==> src/rtl/spr_chk_pkg.sv <==
package spr_chk_pkg;
  localparam int NUM_W = 10;
  localparam int SEL_W = 4;

  localparam logic [SEL_W-1:0] SEL_FAST = 4'd0;
  localparam logic [SEL_W-1:0] SEL_ZERO = 4'd1;
  localparam logic [SEL_W-1:0] SEL_LOG  = 4'd2;

  typedef enum logic [2:0] {
    CLS_TRAP,
    CLS_NOP,
    CLS_ZERO,
    CLS_LOG,
    CLS_SLOW,
    CLS_FAST,
    CLS_UNDEF
  } spr_class_e;

  typedef struct packed {
    logic             we;
    logic             trap;
    logic [SEL_W-1:0] sel;
  } spr_verdict_t;
endpackage

==> src/rtl/spr_set_match.sv <==
module spr_set_match #(
  parameter int N = 4,
  parameter int W = 10,
  parameter logic [N*W-1:0] LIST = '0
) (
  input  logic [W-1:0] num,
  output logic [N-1:0] hit_vec,
  output logic         hit
);
  for (genvar i = 0; i < N; i++) begin : g_cmp
    assign hit_vec[i] = (num == LIST[i*W +: W]);
  end
  assign hit = |hit_vec;
endmodule

==> src/rtl/spr_classifier.sv <==
module spr_classifier
  import spr_chk_pkg::*;
#(
  parameter int N_TRAP = 4,
  parameter logic [N_TRAP*NUM_W-1:0] TRAP_LIST = {10'd6, 10'd5, 10'd4, 10'd0},
  parameter int N_NOP = 4,
  parameter logic [N_NOP*NUM_W-1:0] NOP_LIST = {10'd811, 10'd810, 10'd809, 10'd808},
  parameter int N_ZERO = 4,
  parameter logic [N_ZERO*NUM_W-1:0] ZERO_LIST = {10'd203, 10'd202, 10'd201, 10'd200},
  parameter logic [2*NUM_W-1:0] LOG_LIST = {10'd1021, 10'd1020},
  parameter int N_SLOW = 2,
  parameter logic [N_SLOW*NUM_W-1:0] SLOW_LIST = {10'd269, 10'd268},
  parameter logic [N_SLOW*SEL_W-1:0] SLOW_SEL = {4'd4, 4'd3},
  parameter int N_FAST = 4,
  parameter logic [N_FAST*NUM_W-1:0] FAST_LIST = {10'd26, 10'd9, 10'd8, 10'd1}
) (
  input  logic [NUM_W-1:0] num,
  input  logic             is_write,
  input  logic             hv_mode,
  input  logic             emu_virt,
  output spr_class_e       cls,
  output spr_verdict_t     verdict
);
  logic [N_TRAP-1:0] trap_vec;
  logic [N_NOP-1:0]  nop_vec;
  logic [N_ZERO-1:0] zero_vec;
  logic [1:0]        log_vec;
  logic [N_SLOW-1:0] slow_vec;
  logic [N_FAST-1:0] fast_vec;
  logic trap_hit, nop_hit, zero_hit, log_hit, slow_hit, fast_hit;
  logic [SEL_W-1:0] slow_code;

  spr_set_match #(.N(N_TRAP), .W(NUM_W), .LIST(TRAP_LIST)) u_trap (
    .num(num), .hit_vec(trap_vec), .hit(trap_hit));
  spr_set_match #(.N(N_NOP), .W(NUM_W), .LIST(NOP_LIST)) u_nop (
    .num(num), .hit_vec(nop_vec), .hit(nop_hit));
  spr_set_match #(.N(N_ZERO), .W(NUM_W), .LIST(ZERO_LIST)) u_zero (
    .num(num), .hit_vec(zero_vec), .hit(zero_hit));
  spr_set_match #(.N(2), .W(NUM_W), .LIST(LOG_LIST)) u_log (
    .num(num), .hit_vec(log_vec), .hit(log_hit));
  spr_set_match #(.N(N_SLOW), .W(NUM_W), .LIST(SLOW_LIST)) u_slow (
    .num(num), .hit_vec(slow_vec), .hit(slow_hit));
  spr_set_match #(.N(N_FAST), .W(NUM_W), .LIST(FAST_LIST)) u_fast (
    .num(num), .hit_vec(fast_vec), .hit(fast_hit));

  // Only the per-entry slow vector carries information beyond its OR.
  logic unused_vecs;
  assign unused_vecs = ^{trap_vec, nop_vec, zero_vec, log_vec, fast_vec};

  always_comb begin
    slow_code = SEL_FAST;
    for (int i = 0; i < N_SLOW; i++) begin
      if (slow_vec[i]) slow_code = SLOW_SEL[i*SEL_W +: SEL_W];
    end
  end

  always_comb begin
    if (trap_hit)      cls = CLS_TRAP;
    else if (nop_hit)  cls = CLS_NOP;
    else if (zero_hit) cls = CLS_ZERO;
    else if (log_hit)  cls = CLS_LOG;
    else if (slow_hit) cls = CLS_SLOW;
    else if (fast_hit) cls = CLS_FAST;
    else               cls = CLS_UNDEF;
  end

  always_comb begin
    verdict = '0;
    unique case (cls)
      CLS_TRAP:  verdict.trap = 1'b1;
      CLS_NOP:   ;
      CLS_ZERO:  if (!is_write) begin verdict.we = 1'b1; verdict.sel = SEL_ZERO; end
      CLS_LOG:   if (!is_write) begin verdict.we = 1'b1; verdict.sel = SEL_LOG; end
      CLS_SLOW:  if (!is_write) begin verdict.we = 1'b1; verdict.sel = slow_code; end
      CLS_FAST:  if (!is_write) verdict.we = 1'b1;
      CLS_UNDEF: verdict.trap = hv_mode ? emu_virt : 1'b1;
      default:   verdict = '0;
    endcase
  end
endmodule

==> config.mk <==
export PLATFORM = sky130hd
export DESIGN_NAME = spr_classifier
export DESIGN_NICKNAME = d
export VERILOG_FILES = /design/src/rtl/spr_chk_pkg.sv /design/src/rtl/spr_set_match.sv /design/src/rtl/spr_classifier.sv
export SDC_FILE = /design/constraint.sdc
export NUM_CORES = 1
export LEC_CHECK = 0
export BUFFER_PORTS_ARGS = -buffer_cell sky130_fd_sc_hd__buf_2
export CORE_MARGIN = 5
export CORE_UTILIZATION = 40
export DETAILED_ROUTE_END_ITERATION = 16
export GPL_TIMING_DRIVEN = 1
export PLACE_DENSITY = 0.72
export SLEW_MARGIN = 10
export SYNTH_ARGS = -nofsm -noshare
export SYNTH_HDL_FRONTEND = slang
export SYNTH_HIERARCHICAL = 1
export SYNTH_SLANG_ARGS = --single-unit
==> constraint.sdc <==
create_clock -name vclk -period 1.8
set_input_delay 0.27 -clock vclk [all_inputs]
set_output_delay 0.27 -clock vclk [all_outputs]
set_load 0.005 [all_outputs]
==> results.ini <==
[routing]
drtAntennaViolNets=0
drtPass1Iterations=4
post_drt_wl_per_cell_um=12.0
drt-initial-drc-count=6
drcViolationCount=0
via_per_inst=5.30
wirelength_mm=1.20
vias=530

[global_route]
grt_pass1_wl_mm=1.94
grt.busiest_layer=met2
grt_pass1_vias=487
grt_max_degree=8
overflow=0
grtUsageMet2_pct=32.7
antenna_found_initial=0
grt.met1_usage_pct=19.4
track_usage_pct=16.0
gr-usage-met3_pct=0

[power_and_ir_drop]
p_leak_nw=0.277
powerDensity_nw_per_um2=130
worst_ir_drop_vdd_mv=0.0925

[place]
port_buffers=21
dp.cells=100
gp_congestion=0.731
placed_area_um2=619
dpl.hpwl_um=954
dp_worst_setup_slack_ns=-0.202

[setup_path]
critPathBufInv=3
slowest_stage=or4_4
worstPathArrival_ns=1.73
crit_top_cell=nor3_1
cp_cell_sequence=buf_6 -> or4_4 -> nor4_4 -> buf_4 -> nor2_1 -> nor3_1 -> nor3_1 -> buf_2
crit_family=simple AND/OR/NAND/NOR gates
critPathKind=primary input to primary output
cp_max_fo=5
cpPeakStageDelay_ns=0.56
crit_required_ns=1.53
start_kind=primary input
endpoint_kind=primary output

[timing]
whs_ns=0.907
setup_ws_ns=-0.197
max_freq_mhz=501
final.period_utilization_pct=111
slew_viol_final=0
hold_viol=0
period_needed_ns=2.00
rsz0062_at_grt=yes
setup_violations=7

[finish]
seq_cell_count=0
syn_to_final_growth_pct=72.5
multi_input_area_um2=405
diodes=0
drive_above_1_share_pct=58.6
fin_cells=100
regArea_um2=0
fillers=77
fin_util_pct=73.3
nets=102
fin_area_um2=676
nClkBuffers=0

[yosys]
syn_area_um2=392
syn_nets=66
avgSynthCellArea_um2=7.39
synthCells=53
ys_warn_count=6

[floorplanning]
die_w_um=41.3
ios=22
fp.dieH_um=41.3
start_util_pct=42.5
num_rows=11
core_area_um2=922
dieArea_um2=1700

[clocking]
cts_hold_buf=0
post-cts-setup-buffers=0

[min_path]
hold_path_class=primary input to primary output

[status]
failed_checks=negative setup slack
outcome=finished, violations left

[flow_run]
drv_cap=0

-- placed cells by master (no fill, tap or decap), types with 2 or more instances in the layout --
| cell type | instances |
|---|---|
| nor4_1 | 3 |
| nand2b_1 | 3 |
| or4b_4 | 2 |
| nand2_1 | 4 |
| inv_1 | 4 |
| buf_4 | 13 |
| nor2_1 | 7 |
| nor3_1 | 4 |
| a21oi_1 | 2 |
| or4_4 | 2 |
| nor4_4 | 3 |
| buf_6 | 5 |
| nand4b_1 | 2 |
| buf_2 | 17 |
-- repair_timing --
action / CTS / global route
resized for setup: 7 / 5
setup endpoints to repair: 8 / 8
pin swaps: 3 / 0
-- metal layers --
layer	up-vias	wire (um)
li1	273	-
met1	236	506
met2	21	595
met3	0	100
met4	0	0
met5	-	0
-- power by group --
| group | leakage (nW) | total (W) | switching (W) | internal, W |
|---|---|---|---|---|
| Combinational | 0.277 | 0.0000880 | 0.0000429 | 0.0000451 |
| Sequential | 0 | 0 | 0 | 0 |
| Clock | 0 | 0 | 0 | 0 |
| Total | 0.277 | 0.0000880 | 0.0000429 | 0.0000451 |
-- stage by stage --
step | setup TNS (ns) | power [W]
after floorplan | -0.0187 | 0.0000308
after global placement | -1.30 | 0.0000769
after detailed placement | -1.37 | 0.0000795
after CTS | -1.05 | 0.0000845
after global routing | -1.84 | 0.0000956
final | -1.08 | 0.0000880
-- final timing paths --
path | start | depth (start not counted) | endpoint
worst min-delay path | is_write | 4 | verdict[2]
worst max-delay path | num[1] | 8 | cls[1]
-- final cells by class --
class	instances	share of cell area, %
timing repair buffer	35	35.4
tap	13	2.41
multi-input combinational	48	60.0
inverter	4	2.22
Note: power is estimated with default switching activity, not from simulation.
